$ cat config.mk
export PLATFORM = sky130hd
export DESIGN_NAME = frac_clkgen
export DESIGN_NICKNAME = d
export VERILOG_FILES = /design/src/rtl/clkgen_pkg.sv /design/src/rtl/clkgen_ctrl.sv /design/src/rtl/clkgen_datapath.sv /design/src/rtl/frac_clkgen.sv
export SDC_FILE = /design/constraint.sdc
export NUM_CORES = 1
export LEC_CHECK = 0
export BUFFER_PORTS_ARGS = -buffer_cell sky130_fd_sc_hd__buf_2
export CAP_MARGIN = 30
export CELL_PAD_IN_SITES_DETAIL_PLACEMENT = 0
export CELL_PAD_IN_SITES_GLOBAL_PLACEMENT = 1
export CORE_AREA = 2 2 74 76
export DETAILED_ROUTE_END_ITERATION = 16
export DIE_AREA = 0 0 76 78
export PLACE_DENSITY = 0.81
export SYNTH_ARGS = -nofsm -noshare
export SYNTH_HDL_FRONTEND = slang
export SYNTH_SLANG_ARGS = --single-unit
$ cat constraint.sdc
create_clock -name clk -period 2.5 [get_ports clk]
set_clock_uncertainty 0.1 [all_clocks]
set_input_delay 0.25 -clock clk [delete_from_list [all_inputs] [get_ports clk]]
set_output_delay 0.25 -clock clk [all_outputs]
set_load 0.02 [all_outputs]
$ cat src/rtl/clkgen_pkg.sv
package clkgen_pkg;
  localparam int DIV_W    = 7;
  localparam int NUM_SRC  = 3;
  localparam int CFG_W    = 32;
  localparam int PRE_W    = 3;
  localparam int PDIV_LSB = 8;
  localparam int PSEL_BIT = 13;
  localparam int ESEL_BIT = 14;
  localparam int EN_BIT   = 15;

  typedef struct packed {
    logic             en;
    logic             esel;
    logic             psel;
    logic [1:0]       pdiv;
    logic [DIV_W-1:0] div;
  } cfg_t;

  typedef struct packed {
    logic run;
    logic clear;
  } ctrl_s;
endpackage

$ cat src/rtl/clkgen_ctrl.sv
module clkgen_ctrl
  import clkgen_pkg::*;
(
  input  logic             clk,
  input  logic             rstN,
  input  logic             cfgWr,
  input  logic [CFG_W-1:0] cfgData,
  input  logic             periodEnd,
  output cfg_t             activeCfg,
  output ctrl_s            ctrl
);
  cfg_t shadowCfg;
  cfg_t writeCfg;
  logic running;
  logic unusedCfgBits;

  assign unusedCfgBits = ^{cfgData[CFG_W-1:EN_BIT+1], cfgData[PSEL_BIT-1:PDIV_LSB+2],
                           cfgData[PDIV_LSB-1:DIV_W]};

  always_comb begin
    writeCfg.en   = cfgData[EN_BIT];
    writeCfg.esel = cfgData[ESEL_BIT];
    writeCfg.psel = cfgData[PSEL_BIT];
    writeCfg.pdiv = cfgData[PDIV_LSB+1:PDIV_LSB];
    writeCfg.div  = cfgData[DIV_W-1:0];
  end

  assign running = activeCfg.en && (activeCfg.pdiv != 2'd0) && (activeCfg.div >= DIV_W'(2));
  assign ctrl.run   = running;
  assign ctrl.clear = !running;

  always_ff @(posedge clk) begin
    if (!rstN) begin
      shadowCfg <= '0;
      activeCfg <= '0;
    end else begin
      if (cfgWr) shadowCfg <= writeCfg;
      if (!running || periodEnd) activeCfg <= shadowCfg;
    end
  end


  cfg_swap_chk: assert property (@(posedge clk) disable iff (!rstN)
    (activeCfg != $past(activeCfg)) |-> $past(periodEnd || !running));
endmodule

$ cat src/rtl/clkgen_datapath.sv
module clkgen_datapath
  import clkgen_pkg::*;
(
  input  logic               clk,
  input  logic               rstN,
  input  logic [NUM_SRC-1:0] srcHalfTick,
  input  cfg_t               activeCfg,
  input  ctrl_s              ctrl,
  output logic               periodEnd,
  output logic               clkOut,
  output logic               clkEn
);
  logic             selTick;
  logic [PRE_W-1:0] halfLast;
  logic [PRE_W-1:0] preCnt;
  logic [DIV_W-1:0] intCnt;
  logic [DIV_W-1:0] intLast;
  logic [DIV_W-1:0] highLen;
  logic             preWrap;

  always_comb begin
    if (!activeCfg.esel) selTick = srcHalfTick[0];
    else if (!activeCfg.psel) selTick = srcHalfTick[1];
    else selTick = srcHalfTick[2];
  end

  always_comb begin
    case (activeCfg.pdiv)
      2'd1:    halfLast = PRE_W'(3);
      2'd2:    halfLast = PRE_W'(4);
      2'd3:    halfLast = PRE_W'(5);
      default: halfLast = '0;
    endcase
  end

  assign intLast   = activeCfg.div - DIV_W'(1);
  assign highLen   = activeCfg.div >> 1;
  assign preWrap   = selTick && (preCnt == halfLast);
  assign periodEnd = ctrl.run && preWrap && (intCnt == intLast);

  always_ff @(posedge clk) begin
    if (!rstN || ctrl.clear) begin
      preCnt <= '0;
      intCnt <= '0;
    end else if (selTick) begin
      preCnt <= preWrap ? '0 : preCnt + PRE_W'(1);
      if (preWrap) intCnt <= (intCnt == intLast) ? '0 : intCnt + DIV_W'(1);
    end
  end

  always_ff @(posedge clk) begin
    if (!rstN) begin
      clkOut <= 1'b0;
      clkEn  <= 1'b0;
    end else begin
      clkOut <= ctrl.run && (intCnt < highLen);
      clkEn  <= periodEnd;
    end
  end


  pre_range_chk: assert property (@(posedge clk) disable iff (!rstN)
    ctrl.run |-> preCnt <= halfLast);

  int_range_chk: assert property (@(posedge clk) disable iff (!rstN)
    ctrl.run |-> intCnt < activeCfg.div);

  strobe_low_chk: assert property (@(posedge clk) disable iff (!rstN)
    clkEn |-> !clkOut);

  strobe_single_chk: assert property (@(posedge clk) disable iff (!rstN)
    clkEn |=> !clkEn);
endmodule

$ cat src/rtl/frac_clkgen.sv
module frac_clkgen
  import clkgen_pkg::*;
(
  input  logic               clk,
  input  logic               rstN,
  input  logic [NUM_SRC-1:0] srcHalfTick,
  input  logic               cfgWr,
  input  logic [CFG_W-1:0]   cfgData,
  output logic               clkOut,
  output logic               clkEn
);
  cfg_t  activeCfg;
  ctrl_s ctrl;
  logic  periodEnd;

  clkgen_ctrl u_ctrl (
    .clk(clk), .rstN(rstN), .cfgWr(cfgWr), .cfgData(cfgData),
    .periodEnd(periodEnd), .activeCfg(activeCfg), .ctrl(ctrl)
  );

  clkgen_datapath u_dp (
    .clk(clk), .rstN(rstN), .srcHalfTick(srcHalfTick), .activeCfg(activeCfg),
    .ctrl(ctrl), .periodEnd(periodEnd), .clkOut(clkOut), .clkEn(clkEn)
  );


  reset_quiet_chk: assert property (@(posedge clk)
    $past(!rstN) |-> (!clkOut && !clkEn));
endmodule

---- After elaboration in Yosys (flattened, before gate mapping) ----
Index checks and enable logic that the tools add are counted.
operators by class
  mux-type cells .......................... 5
  reduce and logical (&&, ||, !) cells .... 12
  equal/unequal tests ..................... 5
  order comparisons ....................... 2
  add/subtract/negate cells ............... 3
operators with widths
  kind                                                               count
  one-hot mux 3 bit (3 select lines)                                 1
  adder 7 x 1 -> 7 bit, second input constant                        1
  == test 7 bit                                                      1
  greater-or-equal comparator 7 x 2 -> 1 bit, second input constant  1
  less-than comparator 7 x 6 -> 1 bit                                1
  2-to-1 mux 7 bit                                                   1
  subtractor 7 x 1 -> 7 bit, second input constant                   1
  logical AND 1 bit                                                  6
  == test 2 bit, second input constant                               2
  adder 3 x 1 -> 3 bit, second input constant                        1
  == test 3 bit                                                      1
  2-to-1 mux 3 bit                                                   1
  == test 2 x 1 -> 1 bit, second input constant                      1
  logical NOT 1 bit                                                  2
  logical OR 1 bit                                                   2
  2-to-1 mux 1 bit                                                   2
  AND reduction 2 bit                                                1
  nonzero test 2 bit                                                 1
word-level totals
  word-level logic and storage cells ...... 41
  output and inout port bits .............. 2
  register bits ........................... 36
  input port bits ......................... 38

---- Logic depth before layout (Yosys ltp) ----
Gate-level depths: netlist of the first run.
  depth in word-level cells ............... 7
  gate-level depth with buffers ........... 9
  gate-level depth less buffers ........... 7

---- Modules after synthesis ----
A second synthesis of the first run with hierarchy kept.
second synthesis, totals
  cells, all modules ...................... 210
  area total of the unflattened synthesis .. 1970.6 µm²
by module, submodules not included
  module           area an instance (µm²)  cells an instance  instances  sequential area each (µm²)
  clkgen_datapath  999.7                   115                1          240.2
  clkgen_ctrl      970.9                   95                 1          480.5

---- Least setup slack after synthesis of the first run ----
OpenSTA, ideal clock, no wires.
  path type ............................... reg2reg
  start ................................... register u_ctrl.activeCfg[0] (netlist name)
  end ..................................... register u_ctrl.activeCfg[8] (netlist name)
  buffers on the path ..................... 2
  period minus slack after synthesis ...... 2.381 ns
  stages on the path, launching flop included .. 10
  setup time .............................. 0.117 ns
  path slack .............................. 0.119 ns
  arrival time ............................ 2.164 ns
  data required time ...................... 2.283 ns
  path through ............................ dfxtp_1 -> inv_1 -> ha_1 -> xnor2_1 -> a211o_1 -> a2111o_1 -> o311a_1 -> buf_6 -> buf_6 -> a22o_1
on the way
  word-level cells in the longest chain between the ends .. 5
  elaborated cells on any way between the ends .. 8
  classes of those cells .................. add/sub (1); order compare (1); eq/ne (1); reduce/logical (5)
RTL lines
  element                                                                            line               RTL
  parallel branches: the longest is 4 deep, another holds subtractor 7 x 1 -> 7 bit  -
  logical OR 1 bit (*)                                                               clkgen_ctrl.sv:38  if (!running || periodEnd) activeCfg <= shadowCfg;
Every way passes the cells marked *.
A chain may end at the register's enable or synchronous reset.

---- Worst setup path in the final report of the first run ----
  start ................................... register u_ctrl.activeCfg[0] (netlist name)
  end ..................................... register u_ctrl.activeCfg[9] (netlist name)
on the way
  word-level cells in the longest chain between the ends .. 5
  elaborated cells on any way between the ends .. 8
  classes of those cells .................. add/sub (1); order compare (1); eq/ne (1); reduce/logical (5)
RTL lines
  element                                                                            line
  parallel branches: the longest is 4 deep, another holds subtractor 7 x 1 -> 7 bit  -
  logical OR 1 bit (*)                                                               clkgen_ctrl.sv:38
Marks and branches as above.

==> key figures, run 1 <==
Outcome
  – Outcome: finished clean

Global routing
  – Most Crowded Layer GR: met2
  – Grt met3 use: 5.233%
  – Global Route Usage Sum: 12.90%
  – Vias in the first global route: 1310
  – First-pass GRT wire length: 6092 um
  – GRT overflow: 0
  – Largest net degree at the start of global routing: 14
  – GR met2 Demand/Resource: 19.55%
  – Met1 usage: 16.57%
  – Initial antenna violation count: 0

Min path
  – Hold Crit Class: primary input to flop

Detailed routing
  – DR pass1 iterations: 4
  – Average vias per placed instance: 4.936
  – Antenna-violating nets left: 0
  – DR WL/cell: 12.40 um
  – Final WL: between 3000 and 4000 um
  – Vias: 1387
  – First DRT Iteration DRCs: 62
  – Detailed-route DRC error count: 0

Timing
  – Final setup vio count: 0
  – Post-layout minimum cycle time: 2.353 ns
  – RSZ-0062 raised after global routing: false
  – Worst Tran Pin Value: 0.5047 ns
  – Setup TNS: 0 ns
  – Slew Limit Fails: 0
  – Slew margin rel.: 65.49%
  – Peak Freq: 424.9 MHz
  – Fin crit share: a little over nine tenths
  – Final hold violations: 0

Clock network
  – H-tree depth: 2
  – Clk sinks: 36
  – Root Driver: clkbuf_8
  – Post-CTS Setup Inserts: 0
  – CTS tree: yes
  – Clk slew on worst S/H paths: 0.07 ns
  – Cts hold-fix bufs: 0
  – Total CTS buffers: 5
  – Clock tree buffer depth: 2
  – Clock Latency Late Sink: 0.29 ns

Synth
  – Post-Syn Nets: 228
  – Synth Instances: 181
  – Seq/Total Area, Yosys: a little over 40%
  – Post-Syn Area: 1775 um2
  – Synth Register Bits: 36
  – Top cells by area, synth: dfxtp_1 (41%), mux2i_1 (7.9%), ha_1 (6.3%)
  – Post-synth cell types: 39
  – Syn. warnings: 0
  – Post-synth top area cell: dfxtp_1
  – Yosys top cell area share: roughly two fifths
  – Avg Inst Size Synth: slightly below 10 um2

Setup path
  – CP max stage cell: dfxtp_1
  – Cell Chain, Critical Path: inv_1 > ha_2 > xnor2_1 > a211o_1 > a2111o_1 > buf_4 > o41ai_4 > buf_6 > a22o_1
  – CP required: 2.64 ns
  – CP Launch Point: u_ctrl.activeCfg[0]
  – CP Capture Type: flop
  – FF-to-FF Start: u_ctrl.activeCfg[0]
  – CP peak stage delay: between 0.3 and 0.4 ns
  – R2R depth: 9
  – CP arrival: 2.49 ns
  – Reg2reg end: u_ctrl.activeCfg[9]
  – Setup crit end: u_ctrl.activeCfg[9]
  – WP buf/inv: 3
  – Worst-path fanout max: 8
  – Top delay family on crit path: compound AO/OA/AOI/OAI gates
  – CP Class: flop to flop
  – R2r setup slk: 0.15 ns
  – Instance count on the critical path: 9
  – Setup crit start kind: flop

Die
  – Die ar.: 5928 um2
  – Cell Rows: 26
  – Starting Density: 35.21%
  – Ports: 40
  – Core Footprint: about 5000 um2
  – Die X: approximately 76 um
  – Die height: 78 um

Final layout
  – Net count, final: between 200 and 300
  – Antenna cells: 0
  – Syn-to-layout area delta: 19.24%
  – Layout cell share with drive strength beyond 1: 19.43%
  – Post-layout util: a little over two fifths

Power and ir drop
  – Max VDD drop: 0.0002559 V
  – PD cells: 586.4 nW/um2
  – LEAKAGE: around 0.93 nW

Placed design
  – Routability Congestion: 0.7431
  – Post-DP HPWL: 2601 um
  – Number of port buffers: 19

Job
  – Reported max-cap violation count: 0
## layer usage
| metal | vias up | share of wire [%] |
|---|---|---|
| met2 | 19 | 45 |
| met1 | 643 | 49 |
| met3 | 5 | 4.6 |
| li1 | 720 | - |
| met4 | 0 | 1.3 |
| met5 | - | 0 |
## cells in the mapped netlist
| master | n |
|---|---|
| dfxtp_1 | 36 |
| mux2i_1 | 14 |
| nor2_1 | 14 |
| a22o_1 | 11 |
| inv_1 | 10 |
| ha_1 | 9 |
| xnor2_1 | 9 |
| a21oi_1 | 7 |
| and2_1 | 7 |
| xor2_1 | 7 |
| nor3_1 | 5 |
| a21o_1 | 4 |
| nand2_1 | 4 |
| nand3_1 | 4 |
| o21ai_0 | 4 |
| a211oi_1 | 3 |
| buf_6 | 3 |
| nor4_1 | 3 |
| a2111oi_0 | 2 |
| buf_1 | 2 |
| nand2b_1 | 2 |
| nand4_1 | 2 |
| nor3b_1 | 2 |
| o211ai_1 | 2 |
| a2111o_1 | 1 |
| a211o_1 | 1 |
| and3_1 | 1 |
| and3b_1 | 1 |
| buf_2 | 1 |
| clkbuf_1 | 1 |
| nand4b_1 | 1 |
| nor2b_1 | 1 |
| o211a_1 | 1 |
| o21a_1 | 1 |
| o221ai_2 | 1 |
| o311a_1 | 1 |
| o41ai_2 | 1 |
| or3_1 | 1 |
| or4_1 | 1 |
## worst reg2reg max path, cell delays in order, from the launching register on
cell,delay (ns)
dfxtp_1,0.33
inv_1,0.07
ha_2,0.22
xnor2_1,0.15
a211o_1,0.31
a2111o_1,0.32
buf_4,0.16
o41ai_4,0.31
buf_6,0.18
a22o_1,0.14
## logic make-up after synthesis
| group | synth area share [%] |
|---|---|
| xor+xnor | 7.893 |
| mux | 7.893 |
| buf+inv | 4.933 |
| fa+ha+maj | 6.343 |
| simple gates | 14.59 |
| flops | 40.59 |
| compound gates | 17.76 |
## cell usage in the layout, fill, tap and decap left out, drive strengths merged, types with 2 or more instances in the layout
cell     count
a2111oi      2
a211oi       3
a21o         4
a21oi        7
a22o        11
and2         7
buf         29
clkbuf       5
dfxtp       36
ha           9
inv         10
mux2i       14
nand2        4
nand2b       2
nand3        4
nand4        2
nor2        14
nor3         5
nor3b        2
nor4         3
o211ai       2
o21ai        4
xnor2        9
xor2         7
## area by class of cell
type	instances	area, um2
Clock buffer	5	68.82
Timing Repair Buffer	29	173.9
Inverter	10	37.54
Multi-Input combinational cell	128	985.9
Clock inverter	3	42.54
Fill cell	501	2925
Sequential cell	36	720.7
Tap cell	70	87.58
## where the power goes
part	internal (W)	switching (W)	total [W]
sequential	0.000593	0.0000152	0.000608
clock	0.000295	0.000212	0.000507
combinational	0.0000640	0.0000627	0.000127
## metrics by stage
step	power, W	instances	worst slack, ns	area (um2)	hold WS [ns]
global placement	0.0007402	273	0.07220	1983	0.3538
finish	0.001241	281	0.1467	2117	0.08844
global route	0.001304	281	0.04755	2117	0.09040
floorplan	0.0007010	181	0.1195	1775	0.2639
CTS	0.001252	281	0.05463	2095	0.08262
detailed placement	0.0007429	273	0.08592	1983	0.3558
## flip-flops by register name, indices dropped and copies added (netlist names)
signal / count
u_dp.intCnt: 7
u_ctrl.shadowCfg: 12
u_dp.clkOut: 1
u_ctrl.activeCfg: 12
u_dp.preCnt: 3
u_dp.clkEn: 1
## worst min path at each step
stage | cells past startpoint | end | startpoint | slack [ns]
3_5_place_dp | 1 | u_ctrl.activeCfg[11] | u_ctrl.shadowCfg[11] | 0.36
3_3_place_gp | 1 | u_ctrl.activeCfg[11] | u_ctrl.shadowCfg[11] | 0.35
6_report | 3 | u_ctrl.shadowCfg[6] | cfgData[6] | 0.09
4_1_cts | 3 | u_ctrl.shadowCfg[6] | cfgData[6] | 0.08
2_1_floorplan | 1 | u_ctrl.activeCfg[11] | rstN | 0.26
5_1_grt | 3 | u_ctrl.shadowCfg[1] | cfgData[1] | 0.09
## what timing repair did
action	4_1_cts	5_1_grt
hold endpoints to repair	0	0
resized for setup	0	4
setup endpoints to repair	0	11
(Power assumes the default switching activity.)
==> inputs of run 2 (changes only) <==
--- a/config.mk
+++ b/config.mk
@@ -5,14 +5,15 @@
 export SDC_FILE = /design/constraint.sdc
 export NUM_CORES = 1
 export LEC_CHECK = 0
+export ABC_AREA = 1
 export BUFFER_PORTS_ARGS = -buffer_cell sky130_fd_sc_hd__buf_2
 export CAP_MARGIN = 30
 export CELL_PAD_IN_SITES_DETAIL_PLACEMENT = 0
 export CELL_PAD_IN_SITES_GLOBAL_PLACEMENT = 1
-export CORE_AREA = 2 2 74 76
+export CORE_AREA = 2 2 79 81
 export DETAILED_ROUTE_END_ITERATION = 16
-export DIE_AREA = 0 0 76 78
-export PLACE_DENSITY = 0.81
+export DIE_AREA = 0 0 81 83
+export PLACE_DENSITY = 0.82
 export SYNTH_ARGS = -nofsm -noshare
 export SYNTH_HDL_FRONTEND = slang
 export SYNTH_SLANG_ARGS = --single-unit
==> run 2 against run 1 <==
Effect of this change:
- area after synthesis is 9.4% higher
- sequential power grew 1%
- maximum frequency rose by 13%
- die area grew 13%
- non-clock buffer count fell by 10
- power down 3.6%
- first-iteration DRC count down 31%
- hold slack lost 0.015 ns
- core utilization is 4.7 points lower
==> key figures, run 2 <==
Timing
  – Peak Freq: 480.4 MHz (+13%)
  – Hold WS: 0.07294 ns (-0.01549 ns)
  – Slew margin rel.: 68.85% (+3.4 points)
  – Final hold violations: 0 (unchanged)
  – Worst Tran Pin Value: 0.4655 ns (-0.03919 ns)
  – RSZ-0062 raised after global routing: false
  – Final setup vio count: 0 (unchanged)
  – Fin crit share: 83.26% (-11 points)
  – Post-layout minimum cycle time: 2.082 ns (-0.2717 ns)
  – Slew Limit Fails: 0 (unchanged)
  – Setup TNS: 0 ns (unchanged)

Setup path
  – CP Capture Type: flop
  – WP buf/inv: 2 (-1)
  – Worst-path fanout max: 16 (+8)
  – Crit path top cell by count: nand2_1
  – Top delay family on crit path: simple AND/OR/NAND/NOR gates
  – CP required: 2.58 ns (-0.06 ns)
  – CP Class: flop to flop
  – Setup crit start kind: flop
  – Cell Chain, Critical Path: inv_1 > ha_1 > nand2_1 > inv_1 > nor2_1 > nand2_1 > nor2_2 > nand2_1 > nor2_2 > nand3_4 > nand2_1 > nor2_1
  – Instance count on the critical path: 12 (+3)
  – CP max stage cell: dfxtp_1
  – CP arrival: 2.16 ns (-0.33 ns)
  – CP peak stage delay: 0.41 ns (+0.08 ns)
  – R2R depth: 12 (+3)

Outcome
  – Outcome: finished clean

Synth
  – Post-synth ARST share: 0% (unchanged)
  – Synth Register Bits: 36 (unchanged)
  – Syn. warnings: 0 (unchanged)
  – Synth Area in Simple Gates: 38.14% (+24 points)
  – Synth Instances: 292 (+61%)
  – Most common cell in the netlist: nor2_1
  – Top_reg_cell synth: dfxtp_1
  – Post-Synth Adder-Cell Area: 5.799% (-0.54 points)
  – Multiplexer area fraction after synthesis: 0.5155% (-7.4 points)
  – Top cells by area, synth: dfxtp_1 (37%), nor2_1 (14%), nand2_1 (11%)
  – Post-Synth XOR/XNOR Area: 1.804% (-6.1 points)
  – Avg Inst Size Synth: 6.650 um2 (-32%)
  – Post-synth EDFFs: 0 (unchanged)
  – Post-synth top area cell: dfxtp_1
  – Post-Syn Nets: 339 (+49%)
  – Post-synth cell types: 26 (-33%)
  – Yosys top cell area share: 37.11% (-3.5 points)
  – Post-Syn Area: 1942 um2 (+9.4%)
  – List of most frequent post-synthesis cells: nor2_1 (74), nand2_1 (56), dfxtp_1 (36)
  – Synth Area in Compound Gates: 7.345% (-10 points)
  – Largest family of logic cells by synthesized area: simple AND/OR/NAND/NOR gates
  – Seq/Total Area, Yosys: 37.11% (-3.5 points)

Clock network
  – Total CTS buffers: 5 (unchanged)
  – Clk slew on worst S/H paths: 0.08 ns (about the same)
  – H-tree depth: 2 (unchanged)
  – Post-CTS Setup Inserts: 0 (unchanged)
  – PostCTS Resize Cnt: 0 (unchanged)
  – Clk sinks: 36 (unchanged)
  – Cts hold-fix bufs: 0 (unchanged)
  – Root Driver: clkbuf_8
  – CTS tree: yes
  – Clock tree buffer depth: 2 (unchanged)
  – Clock Latency Late Sink: 0.29 ns (about the same)

Die
  – Die height: 83 um (+6.4%)
  – Ports: 40 (unchanged)
  – Cell Rows: 28 (+7.7%)
  – Core Footprint: 5816 um2 (+15%)
  – Starting Density: 33.39% (-1.8 points)
  – Die X: 81 um (+6.6%)
  – Die ar.: 6723 um2 (+13%)

Global routing
  – Largest net degree at the start of global routing: 25 (+11)
  – First-pass GRT wire length: 6734 um (+11%)
  – GRT overflow: 0 (unchanged)
  – Initial antenna violation count: 0 (unchanged)
  – Global Route Usage Sum: 12.50% (-0.40 points)
  – Vias in the first global route: 1544 (+18%)

Power and ir drop
  – PD cells: 552.2 nW/um2 (-5.8%)
  – Flop pwr share: 51.3% (+2.3 points)
  – Switching pwr: 0.0003405 W (+17%)
  – Clock power frac: 35.3% (-5.5 points)
  – Int Power: 0.0008568 W (-9.9%)
  – Sw frac: 28.44% (+5.1 points)
  – Max VDD drop: 0.0003161 V (+24%)
  – LEAKAGE: 1.008 nW (+8.4%)
  – Share of total power in combinational logic: 13.4% (+3.2 points)

Final layout
  – Post-route insts no fill: 387 (+38%)
  – Antenna cells: 0 (unchanged)
  – Largest regs: u_ctrl.activeCfg: 12 flops, u_ctrl.shadowCfg: 12 flops, u_dp.intCnt: 7 flops
  – Net count, final: 358 (+39%)
  – Most frequent cells in the layout: nor2_1 (74), nand2_1 (56), dfxtp_1 (36)
  – Leading cell type in the layout, fill and taps excluded: nor2_1
  – Post-layout util: 37.28% (-4.7 points)
  – Syn-to-layout area delta: 11.66%
  – Layout cell share with drive strength beyond 1: 14.42% (-5.0 points)

Min path
  – Hold Crit Class: primary input to flop
  – Hold Path Depth: 3 (unchanged)

Placed design
  – Routability Congestion: 0.7953 (+7.0%)
  – Placed insts: 379 (+39%)
  – Number of port buffers: 19 (unchanged)
  – Post-DP HPWL: 2816 um (+8.3%)

Detailed routing
  – DR WL/cell: 9.643 um (-22%)
  – First DRT Iteration DRCs: 43 (-31%)
  – Final WL: 3732 um (+7.1%)
  – DR pass1 iterations: 4 (unchanged)
  – Detailed-route DRC error count: 0 (unchanged)
  – Antenna-violating nets left: 0 (unchanged)
  – Average vias per placed instance: 4.320 (-12%)
  – Vias: 1672 (+21%)

Job
  – Reported max-cap violation count: 0 (unchanged)
-- run 2: changes by cell type after synthesis, moves of 5 or more --
cell     previous run  this run
and2_1              7         0
nor2_1             14        74
a22o_1             11         0
inv_2               0         5
nand3_1             4        27
nand2_1             4        56
o21ai_0             4        15
xnor2_1             9         2
inv_1              10        29
xor2_1              7         2
nor2_2              0         6
mux2i_1            14         1
-- run 2: layer usage --
metal | GRT usage, % | share of wire (%) | vias up
li1 | - | - | 950
met1 | 16.70 | 52 | 684
met2 | 19.16 | 43 | 34
met3 | 3.587 | 4.3 | 4
met4 | 4.160 | 0.99 | 0
met5 | 0 | 0 | -
-- run 2: layout make-up --
type | count | area [um2]
timing repair buffer | 19 | 95.09
inverter | 34 | 127.6
tap | 75 | 93.84
sequential | 36 | 720.7
multi-input combinational | 215 | 1041
clock inverter | 3 | 21.27
clock buffer | 5 | 68.82
fill | 657 | 3647
-- run 2: power groups by stage --
stage	clock network, W	registers [W]	logic [W]
after floorplan	0	0.000623	0.000128
after global placement	0	0.000626	0.000161
after detailed placement	0	0.000627	0.000161
after CTS	0.000438	0.000614	0.000163
after global routing	0.000466	0.000617	0.000189
final	0.000423	0.000614	0.000161
-- run 2: tightest hold or removal path, stage by stage --
cell,delay (ns)
buf_2,0.08
nor2_1,0.03
nor2_1,0.08
-- run 2: final timing paths --
check | start | endpoint | slack, ns
worst max-delay path | u_ctrl.activeCfg[0] | u_dp.intCnt[1] | 0.42
worst min-delay path | cfgData[15] | u_ctrl.shadowCfg[11] | 0.07
worst max register to register | u_ctrl.activeCfg[0] | u_dp.intCnt[1] | 0.42
worst min register to register | u_ctrl.shadowCfg[11] | u_ctrl.activeCfg[11] | 0.39
-- run 2: logic make-up after synthesis --
logic type,Yosys count
AO/OA/AOI/OAI,27
XOR/XNOR,4
adder cells (fa/ha/maj),9
buffers and inverters,41
flip-flops,36
multiplexers,1
AND/OR/NAND/NOR,174
-- run 2: through the flow --
step	setup WS, ns	power [W]	cell area (um2)
final	0.4184	0.001197	2168
after global routing	0.1808	0.001272	2168
after CTS	0.3923	0.001214	2168
after detailed placement	0.4174	0.0007887	2078
after global placement	0.4155	0.0007874	2078
after floorplan	0.6242	0.0007511	1942
==> inputs of run 3 (changes only) <==
==> constraint.sdc (replaced) <==
create_clock -name clk -period 1.9 [get_ports clk]
set_clock_uncertainty 0.1 [all_clocks]
set_input_delay 0.19 -clock clk [delete_from_list [all_inputs] [get_ports clk]]
set_output_delay 0.19 -clock clk [all_outputs]
set_load 0.02 [all_outputs]
==> run 3 against run 2 <==
Effect of this change:
- wire length up 15%
- final cell count is 4.1% higher
- non-clock buffer count rose by 13
- hold slack worse by 0.052 ns
- design area is 12% higher
- register-to-register slack worse by 0.34 ns
- worst setup slack got worse by 0.34 ns
- sequential share of layout area fell by 3.5 points
- critical path depth fell by 2
==> key figures, run 3 (synthesis results as in run 2) <==
Final layout
  – Multi-input combinational cell area: 1160 um2 (+11%)
  – Leading cell type in the layout, fill and taps excluded: nor2_1
  – Register area: 723.2 um2 (+0.35%)
  – Net count, final: 374 (+4.5%)
  – Layout cell share with drive strength beyond 1: 25.00% (+11 points)
  – Antenna cells: 0 (unchanged)
  – Largest regs: u_ctrl.activeCfg: 12 flops, u_ctrl.shadowCfg: 12 flops, u_dp.intCnt: 7 flops
  – Post-route insts no fill: 403 (+4.1%)
  – Filler cells: 638 (-2.9%)
  – Most frequent cells in the layout: nor2_1 (70), nand2_1 (52), dfxtp_1 (34)
  – Syn-to-layout area delta: 25.32%

Setup path
  – CP Class: flop to flop
  – CP required: 2.03 ns (-0.55 ns)
  – Worst-path fanout max: 5 (-11)
  – Setup crit start kind: flop
  – CP Capture Type: flop
  – CP arrival: 1.95 ns (-0.21 ns)

Power and ir drop
  – PD cells: 722.2 nW/um2 (+31%)
  – Design Power: 0.001757 W (+47%)
  – Sw frac: 27.03% (-1.4 points)
  – Switching pwr: 0.0004750 W (+39%)
  – Flop pwr share: 46.0% (-5.3 points)
  – Max VDD drop: 0.0004530 V (+43%)
  – Share of total power in combinational logic: 15.3% (+1.9 points)
  – LEAKAGE: 1.092 nW (+8.3%)
  – Int Power: 0.001282 W (+50%)
  – Clock power frac: 38.8% (+3.5 points)

Global routing
  – Initial antenna violation count: 0 (unchanged)
  – First-pass GRT wire length: 7514 um (+12%)
  – Vias in the first global route: 1670 (+8.2%)
  – GRT overflow: 0 (unchanged)
  – Global Route Usage Sum: 13.96% (+1.5 points)
  – Largest net degree at the start of global routing: 24 (-4.0%)

Timing
  – Slew margin rel.: 77.10% (+8.2 points)
  – Setup TNS: 0 ns (unchanged)
  – Worst setup slack after layout: 0.08323 ns (-0.3352 ns)
  – Worst Tran Pin Value: 0.3431 ns (-0.1223 ns)
  – Hold WS: 0.02097 ns (-0.05197 ns)
  – Post-layout minimum cycle time: 1.817 ns (-0.2648 ns)
  – RSZ-0062 raised after global routing: true
  – Final hold violations: 0 (unchanged)
  – Peak Freq: 550.4 MHz (+15%)
  – Fin crit share: 95.62% (+12 points)
  – Final setup vio count: 0 (unchanged)
  – Slew Limit Fails: 0 (unchanged)

Die
  – Die ar.: 6723 um2 (unchanged)
  – Die height: 83 um (unchanged)
  – Starting Density: 33.39% (unchanged)
  – Die X: 81 um (unchanged)
  – Ports: 40 (unchanged)
  – Core Footprint: 5816 um2 (unchanged)
  – Cell Rows: 28 (unchanged)

Detailed routing
  – DR pass1 iterations: 4 (unchanged)
  – Antenna-violating nets left: 0 (unchanged)
  – Vias: 1806 (+8.0%)
  – First DRT Iteration DRCs: 78 (+81%)
  – Average vias per placed instance: 4.481 (+3.7%)
  – DR WL/cell: 10.63 um (+10%)
  – Final WL: 4285 um (+15%)
  – Detailed-route DRC error count: 0 (unchanged)

Clock network
  – Total CTS buffers: 5 (unchanged)
  – CTS tree: yes
  – H-tree depth: 2 (unchanged)
  – Clock tree buffer depth: 2 (unchanged)
  – Clock Latency Late Sink: 0.29 ns (about the same)
  – Clk slew on worst S/H paths: 0.07 ns (about the same)
  – Root Driver: clkbuf_8
  – Clk sinks: 36 (unchanged)

Placed design
  – Routability Congestion: 0.8132 (+2.3%)
  – Pre-CTS setup slack: -0.04476 ns (-0.4622 ns)
  – Number of port buffers: 19 (unchanged)
  – Post-DP HPWL: 2992 um (+6.2%)
  – Placed insts: 391 (+3.2%)

Outcome
  – Outcome: finished clean

Job
  – Reported max-cap violation count: 0 (unchanged)

Min path
  – Hold Crit Class: primary input to flop
run 3: metal layers:
layer	routed length, um	GRT usage (%)
met1	2087	18.64
met2	1942	22.24
met3	182	3.478
met4	73	3.698
met5	0	0
run 3: power by group through the flow:
stage	logic [W]	clock network, W	registers [W]
global placement	0.000232	0	0.000822
detailed placement	0.000235	0	0.000824
finish	0.000268	0.000681	0.000808
floorplan	0.000169	0	0.000820
CTS	0.000252	0.000697	0.000807
global route	0.000306	0.000732	0.000813
run 3: final cells by class:
cell class,instances,area share [%]
clock buffers,5,2.828
clock inverters,3,1.748
inverters,34,5.398
multi-input cells,217,47.66
flip-flops and latches,36,29.72
well taps,75,3.856
repair buffers,32,8.586
repair inverters,1,0.2057
run 3: what timing repair did:
action / 4_1_cts / 5_1_grt
setup buffers: 1 / 0
setup endpoints to repair: 10 / 20
resized for setup: 14 / 15
hold buffers: 0 / 0
pin swaps: 5 / 9
cloned: 1 / 2
run 3: worst max-delay path: stages, from the launching register on:
cell        delay, ns
dfxtp_2          0.33
inv_2            0.05
buf_4            0.14
ha_1             0.18
nor3_1           0.13
nand3_1          0.17
nand3_4          0.16
clkinvlp_2       0.23
nand3_1          0.15
nand2_1          0.05
nor2_1           0.07
run 3: path summary, 6_finish.rpt:
path	slack (ns)	end	depth (start not counted)	startpoint
max	0.08	u_ctrl.activeCfg[8]	10	u_ctrl.activeCfg[0]
min reg2reg	0.37	u_ctrl.activeCfg[4]	2	u_ctrl.shadowCfg[4]
max reg2reg	0.08	u_ctrl.activeCfg[8]	10	u_ctrl.activeCfg[0]
min	0.02	u_ctrl.shadowCfg[9]	3	cfgData[13]
run 3: per-stage QoR:
stage | cell area [um2] | util, %
final | 2434 | 41.85
after global routing | 2434 | 41.85
after CTS | 2366 | 40.68
after detailed placement | 2168 | 37.28
after global placement | 2168 | 37.28
after floorplan | 1942 | -
